`config.mk`:
```
export PLATFORM = sky130hd
export DESIGN_NAME = staged_sipo
export DESIGN_NICKNAME = d
export VERILOG_FILES = /design/src/rtl/staged_sipo_pkg.sv /design/src/rtl/sipo_edge_fsm.sv /design/src/rtl/sipo_shift_stage.sv /design/src/rtl/sipo_store_stage.sv /design/src/rtl/staged_sipo.sv
export SDC_FILE = /design/constraint.sdc
export NUM_CORES = 1
export LEC_CHECK = 0
export BUFFER_PORTS_ARGS = -buffer_cell sky130_fd_sc_hd__buf_2
export CAP_MARGIN = 0
export CELL_PAD_IN_SITES_DETAIL_PLACEMENT = 0
export CELL_PAD_IN_SITES_GLOBAL_PLACEMENT = 1
export CORE_UTILIZATION = 42
export CTS_BUF_LIST = sky130_fd_sc_hd__clkbuf_8
export CTS_CLUSTER_SIZE = 10
export DETAILED_ROUTE_END_ITERATION = 8
export PLACE_DENSITY = 0.85
export SLEW_MARGIN = 0
export SYNTH_ARGS = -nofsm -noshare
export SYNTH_HDL_FRONTEND = slang
export SYNTH_SLANG_ARGS = --single-unit
export TNS_END_PERCENT = 100
```
`constraint.sdc`:
```
create_clock -name clk -period 1.3 [get_ports clk]
set_clock_uncertainty 0.05 [all_clocks]
set_input_delay 0.13 -clock clk [delete_from_list [all_inputs] [get_ports clk]]
set_output_delay 0.13 -clock clk [all_outputs]
set_load 0.01 [all_outputs]
```
`src/rtl/staged_sipo_pkg.sv`:
```
package staged_sipo_pkg;
    typedef enum logic {
        LVL_LO = 1'b0,
        LVL_HI = 1'b1
    } lvl_e;

    localparam int unsigned NUM_STROBES = 2;
    localparam int unsigned STB_SHIFT   = 0;
    localparam int unsigned STB_STORE   = 1;
endpackage

```
`src/rtl/sipo_edge_fsm.sv`:
```
module sipo_edge_fsm
    import staged_sipo_pkg::*;
(
    input  logic clk,
    input  logic rst_n,
    input  logic pin,
    output logic rise
);
    lvl_e cur_st, nxt_st;

    always_comb begin
        nxt_st = cur_st;
        unique case (cur_st)
            LVL_LO: if (pin)  nxt_st = LVL_HI;
            LVL_HI: if (!pin) nxt_st = LVL_LO;
            default:          nxt_st = LVL_LO;
        endcase
    end

    always_ff @(posedge clk or negedge rst_n) begin
        if (!rst_n) cur_st <= LVL_LO;
        else        cur_st <= nxt_st;
    end

    always_comb begin
        rise = 1'b0;
        unique case (cur_st)
            LVL_LO:  rise = pin;
            LVL_HI:  rise = 1'b0;
            default: rise = 1'b0;
        endcase
    end
endmodule

```
`src/rtl/sipo_shift_stage.sv`:
```
module sipo_shift_stage #(
    parameter int unsigned WIDTH = 8
) (
    input  logic             clk,
    input  logic             rst_n,
    input  logic             clr_n,
    input  logic             step,
    input  logic             ser_in,
    output logic [WIDTH-1:0] q
);
    always_ff @(posedge clk or negedge rst_n) begin
        if (!rst_n)      q <= '0;
        else if (!clr_n) q <= '0;
        else if (step)   q <= {q[WIDTH-2:0], ser_in};
    end
endmodule

```
`src/rtl/sipo_store_stage.sv`:
```
module sipo_store_stage #(
    parameter int unsigned WIDTH = 8
) (
    input  logic             clk,
    input  logic             rst_n,
    input  logic             clr_n,
    input  logic             load,
    input  logic [WIDTH-1:0] d,
    output logic [WIDTH-1:0] q
);
    always_ff @(posedge clk or negedge rst_n) begin
        if (!rst_n)    q <= '0;
        else if (load) q <= clr_n ? d : '0;
    end
endmodule

```
`src/rtl/staged_sipo.sv`:
```
module staged_sipo
    import staged_sipo_pkg::*;
#(
    parameter int unsigned WIDTH = 8
) (
    input  logic             clk,
    input  logic             rst_n,
    input  logic             ser_in,
    input  logic             shift_clk,
    input  logic             store_clk,
    input  logic             clr_n,
    input  logic             oe_n,
    output logic [WIDTH-1:0] par_out,
    output logic             par_valid,
    output logic             chain_out
);
    logic [NUM_STROBES-1:0] strobe_pin;
    logic [NUM_STROBES-1:0] strobe_rise;
    logic [WIDTH-1:0]       shift_q;
    logic [WIDTH-1:0]       store_q;
    logic                   shift_rise;
    logic                   store_rise;

    assign strobe_pin[STB_SHIFT] = shift_clk;
    assign strobe_pin[STB_STORE] = store_clk;

    for (genvar g = 0; g < NUM_STROBES; g++) begin : g_edge
        sipo_edge_fsm u_edge (
            .clk  (clk),
            .rst_n(rst_n),
            .pin  (strobe_pin[g]),
            .rise (strobe_rise[g])
        );
    end

    assign shift_rise = strobe_rise[STB_SHIFT];
    assign store_rise = strobe_rise[STB_STORE];

    sipo_shift_stage #(.WIDTH(WIDTH)) u_shift (
        .clk   (clk),
        .rst_n (rst_n),
        .clr_n (clr_n),
        .step  (shift_rise),
        .ser_in(ser_in),
        .q     (shift_q)
    );

    sipo_store_stage #(.WIDTH(WIDTH)) u_store (
        .clk  (clk),
        .rst_n(rst_n),
        .clr_n(clr_n),
        .load (store_rise),
        .d    (shift_q),
        .q    (store_q)
    );

    always_comb begin
        par_out   = oe_n ? '0 : store_q;
        par_valid = ~oe_n;
        chain_out = shift_q[WIDTH-1];
    end
endmodule

```
======== After elaboration in Yosys (flattened, before gate mapping) ========
Cells that the tools add are included.
storage, ports and cells
  logic and storage cells ................. 16
  flip-flop bits (word level) ............. 18
operators by class
  equal/unequal tests ..................... 1
  multiplexer cells ....................... 8
  bitwise gates (word level) .............. 3
operator list
  cell                                                              number
  8-bit two-way mux                                                 4
  1-bit one-hot mux with 2 select lines                             2
  1-bit NOT                                                         3
  1-bit two-way mux                                                 2
  2-bit by 1-bit != test with 1-bit output (second input constant)  1

======== Depth between registers and ports, before layout ========
  depth in word-level cells ............... 4
  gate-level depth with buffers ........... 3

======== Modules after synthesis ========
A second synthesis with hierarchy kept.
second synthesis, totals
  cell total of the unflattened synthesis .. 72
  area total of the unflattened synthesis .. 799.5 µm²
by module, submodules not included
  module            times used  area an instance (µm²)  cells an instance
  sipo_shift_stage  1           341.6                   25
  sipo_store_stage  1           326.6                   34
  sipo_edge_fsm     2           38.8                    2
  staged_sipo       1           53.8                    9

======== Least setup slack after synthesis ========
OpenSTA, ideal clock, no wires.
  path type ............................... flip-flop to flip-flop
  start point ............................. reg g_edge[0].u_edge.cur_st
  end point ............................... reg u_shift.q[1]
  buffers on the path ..................... 1
  data arrival time ....................... 780 ps
  cell stages (with the launch flop) ...... 4
  path slack .............................. 390 ps
  required time ........................... 1,171 ps
  cell sequence ........................... dfrtp_1 > nor2b_4 > buf_6 > mux2i_1
on the way
  cells in the longest elaborated chain, start to end .. 3
RTL lines
  item                                                  RTL line                RTL
  from (decl)                                           sipo_edge_fsm.sv:9      lvl_e cur_st, nxt_st;
  from (signal assigned)                                sipo_edge_fsm.sv:22     else cur_st <= nxt_st;
  1-bit NOT                                             sipo_edge_fsm.sv:27     unique case (cur_st)
  1-bit one-hot mux with 2 select lines *               sipo_edge_fsm.sv:27
  2-bit by 1-bit != test with 1-bit output (no line) *  --
  to (signal assigned)                                  sipo_shift_stage.sv:14  else if (step) q <= {q[WIDTH-2:0], ser_in};
  to (decl)                                             sipo_shift_stage.sv:9   output logic [WIDTH-1:0] q
Every way passes the cells marked *; elsewhere a longest branch is shown, timed or not.
A chain may end at the register's enable or synchronous reset.

======== Worst setup path after layout ========
  start point ............................. in shift_clk
  end point ............................... reg u_shift.q[5]
on the way
  cells in the longest elaborated chain, start to end .. 2
RTL lines
  item                                                RTL line             RTL
  from (decl)                                         staged_sipo.sv:9     input logic shift_clk,
  1-bit one-hot mux with 2 select lines               sipo_edge_fsm.sv:27
  2-bit by 1-bit != test with 1-bit output (no line)  --
Every way passes these cells.

==> flow_summary.yaml <==
critical_path:
  critPathRequiredTime_ns: 1.41
  end_kind: "flip-flop"
  crit_path_max_incr_delay_ns: 0.53
  r2r-end: "u_shift.q[5]$_DFFE_PN0P_"
  cp_num_buf_inv: 2
  r2r_start: "g_edge[0].u_edge.cur_st$_DFF_PN0_"
  crit_chain: "dlygate4sd3_1 -> buf_2 -> nor2b_4 -> mux2i_1"
  worst_path_max_delay_cell: "dlygate4sd3_1"
  arrival_ns: 1.30
  critPathKind: "in -> reg"
  cp-start-kind: "input pin"
  cp_top_family: "buffers and inverters"
  r2r_slack_ns: 0.26
  worstPathMaxFanout: 8
  r2r_cells: 2
pwr:
  swShare_pct: 20.4
  power_density_nw_per_um2: 1100
  power.share.sequential_pct: 56.6
  p_comb_share_pct: 7.2
  intPower_mw: 0.804
  clock_power_share_pct: 36.2
  p_switching_mw: 0.206
  peakVddDrop_uv: 534
  p_leak_nw: 0.471
  power_mw: 1.01
timing:
  finalHoldViolations: 0
  relSlewSlack_pct: 73.3
  finalCriticalPeriod_ns: 1.19
  setup_violations: 0
  max_freq_mhz: 840
  maxSlewViolCount: 0
  rsz0062_at_grt: "false"
  worst_slack_ns: 0.109
  fin_setup_tns_ns: 0
  min_period_over_period_pct: 91.6
  tightestPinTransition_ns: 0.400
run_status:
  outcome: "complete, no violations"
die:
  dieArea_um2: 2000
  ios: 17
  start_util_pct: 44.5
  rows: 15
  die_width_um: 44.8
  coreArea_um2: 1730
  die_h_um: 44.8
drt:
  ant_nets: 0
  avgViaCountPerCell: 4.36
  dr.pass1.iters: 1
  drt-total-wl_um: 1230
  drc_errors: 0
  drt-initial-drc-count: 0
  avgRoutedWirePerCell_um: 11.3
  vias: 475
yosys:
  netlist_area_um2: 768
  syn_inst: 66
  synth_seq_area_share_pct: 58.6
  synth_top_area_cell: "dfrtp_1"
  yosysTopAreaCellShare_pct: 58.6
  synth_cell_types: 9
  yosysWarningCount: 0
  avgSynthCellArea_um2: 11.6
  synthTopCellsByArea: "dfrtp_1 (59%), mux2i_1 (21%), inv_1 (4.4%)"
  synth_nets: 73
  ys_seq_elements: 18
hold_path:
  hp-start: "ser_in"
  whs_path_depth: 3
  hp-class: "in -> reg"
  hold-path-endpoint: "u_shift.q[0]$_DFFE_PN0P_"
global_routing:
  grt.overflow.total: 0
  grt_max_degree: 19
  grt_pass1_vias: 414
  track_usage_pct: 14.2
  grt_pass1_wl_um: 1970
  antenna_found_initial: 0
run:
  maxCapViolations: 0
finish:
  layout-drive-gt1-share_pct: 25.0
  antennaDiodeCount: 0
  final_cells: 109
  fin_nets: 93
  fillers: 172
  final_cell_mix: "dfrtp_1 (18), mux2i_1 (16), buf_2 (16), inv_1 (9), nand2_1 (9)"
  areaGrowthSynthToFinish_pct: 19.5
  stdcell_area_um2: 918
  final_common_cell: "dfrtp_1"
cts:
  cts_buffers: 3
  cts_root_buffer: "clkbuf_8"
  cts_tree: "built"
  post_cts_resized: 0
  worstSkewPairLatency_ns: 0.24
  cts_sinks: 18
  clk_pin_slew_worst_paths_ns: 0.06
  h-tree-depth: 1
  cts_buffer_depth: 2
  cts_setup_buffers: 0
place:
  gp_congestion: 0.700
  numPortBuffers: 16
  place_area_um2: 847
  dpl_worst_slack_ns: 0.248
  dp_hpwl_um: 825
  dp.cells: 103
[stage by stage]
step,utilization (%),hold slack [ns]
after CTS,53.2,0.0807
after global placement,49.1,0.0217
after detailed placement,49.1,0.0342
final,53.2,0.0838
after global routing,53.2,0.0721
after floorplan,-,-0.216
[metal layers]
metal | vias up | wire length (µm) | track usage, % | part of all wire (%)
met5 | - | 0 | 0 | 0
met4 | 0 | 14 | 7.27 | 1.1
met3 | 2 | 28 | 3.60 | 2.3
met2 | 10 | 511 | 17.9 | 42
met1 | 221 | 675 | 21.9 | 55
li1 | 242 | - | - | -
[tightest hold or removal path: cells and delay by family]
kind	cells	cell delay (ns)
muxes	1	0.06
buffers and inverters	1	0.10
and+or+nand+nor	1	0.04
[kinds of logic after synthesis]
group / Yosys count / share of synthesized area [%]
buffers and inverters: 13 / 8.63
multiplexers: 16 / 20.8
flip-flops: 18 / 58.6
AND/OR/NAND/NOR: 19 / 11.9
[cells in the mapped netlist]
master,n
nor2_1,8
mux2i_1,16
buf_6,2
nor2b_4,2
inv_1,9
dfrtp_1,18
clkbuf_2,1
buf_2,1
nand2_1,9
[registers in the layout, indices dropped and copies added, names as in the netlist]
signal,count
u_shift.q,8
u_store.q,8
g_edge.u_edge.cur_st,2
[worst max-delay path by stage]
stage / slack (ns) / cells past startpoint / start / to
final: 0.11 / 4 / shift_clk / u_shift.q[5]$_DFFE_PN0P_
after global routing: 0.04 / 4 / store_clk / u_store.q[7]$_DFFE_PN0P_
after CTS: 0.10 / 4 / store_clk / u_store.q[3]$_DFFE_PN0P_
after detailed placement: 0.25 / 2 / g_edge[1].u_edge.cur_st$_DFF_PN0_ / u_store.q[7]$_DFFE_PN0P_
after global placement: 0.29 / 2 / g_edge[1].u_edge.cur_st$_DFF_PN0_ / u_store.q[4]$_DFFE_PN0P_
after floorplan: 0.39 / 3 / g_edge[0].u_edge.cur_st$_DFF_PN0_ / u_shift.q[1]$_DFFE_PN0P_
[power groups by stage]
stage          registers (mW)  clock network [mW]  logic [mW]
2_1_floorplan           0.581                   0      0.0462
3_3_place_gp            0.581                   0      0.0647
3_5_place_dp            0.582                   0      0.0663
4_1_cts                 0.571               0.374      0.0735
5_1_grt                 0.571               0.407      0.0798
6_report                0.572               0.366      0.0729
[timing repair]
action / in CTS / in global routing
setup endpoints to repair: 0 / 0
hold buffers: 3 / 0
endpoints found under the hold margin: 20 / 0
[final cells by class]
cell class	count	area, µm²	share of cell area, %
sequential	18	450	49.0
multi-input combinational	35	251	27.4
inverter	9	33.8	3.68
clock buffer	3	41.3	4.50
timing repair buffer	19	110	12.0
tap	25	31.3	3.41
Power figures use the tool's default switching activity.
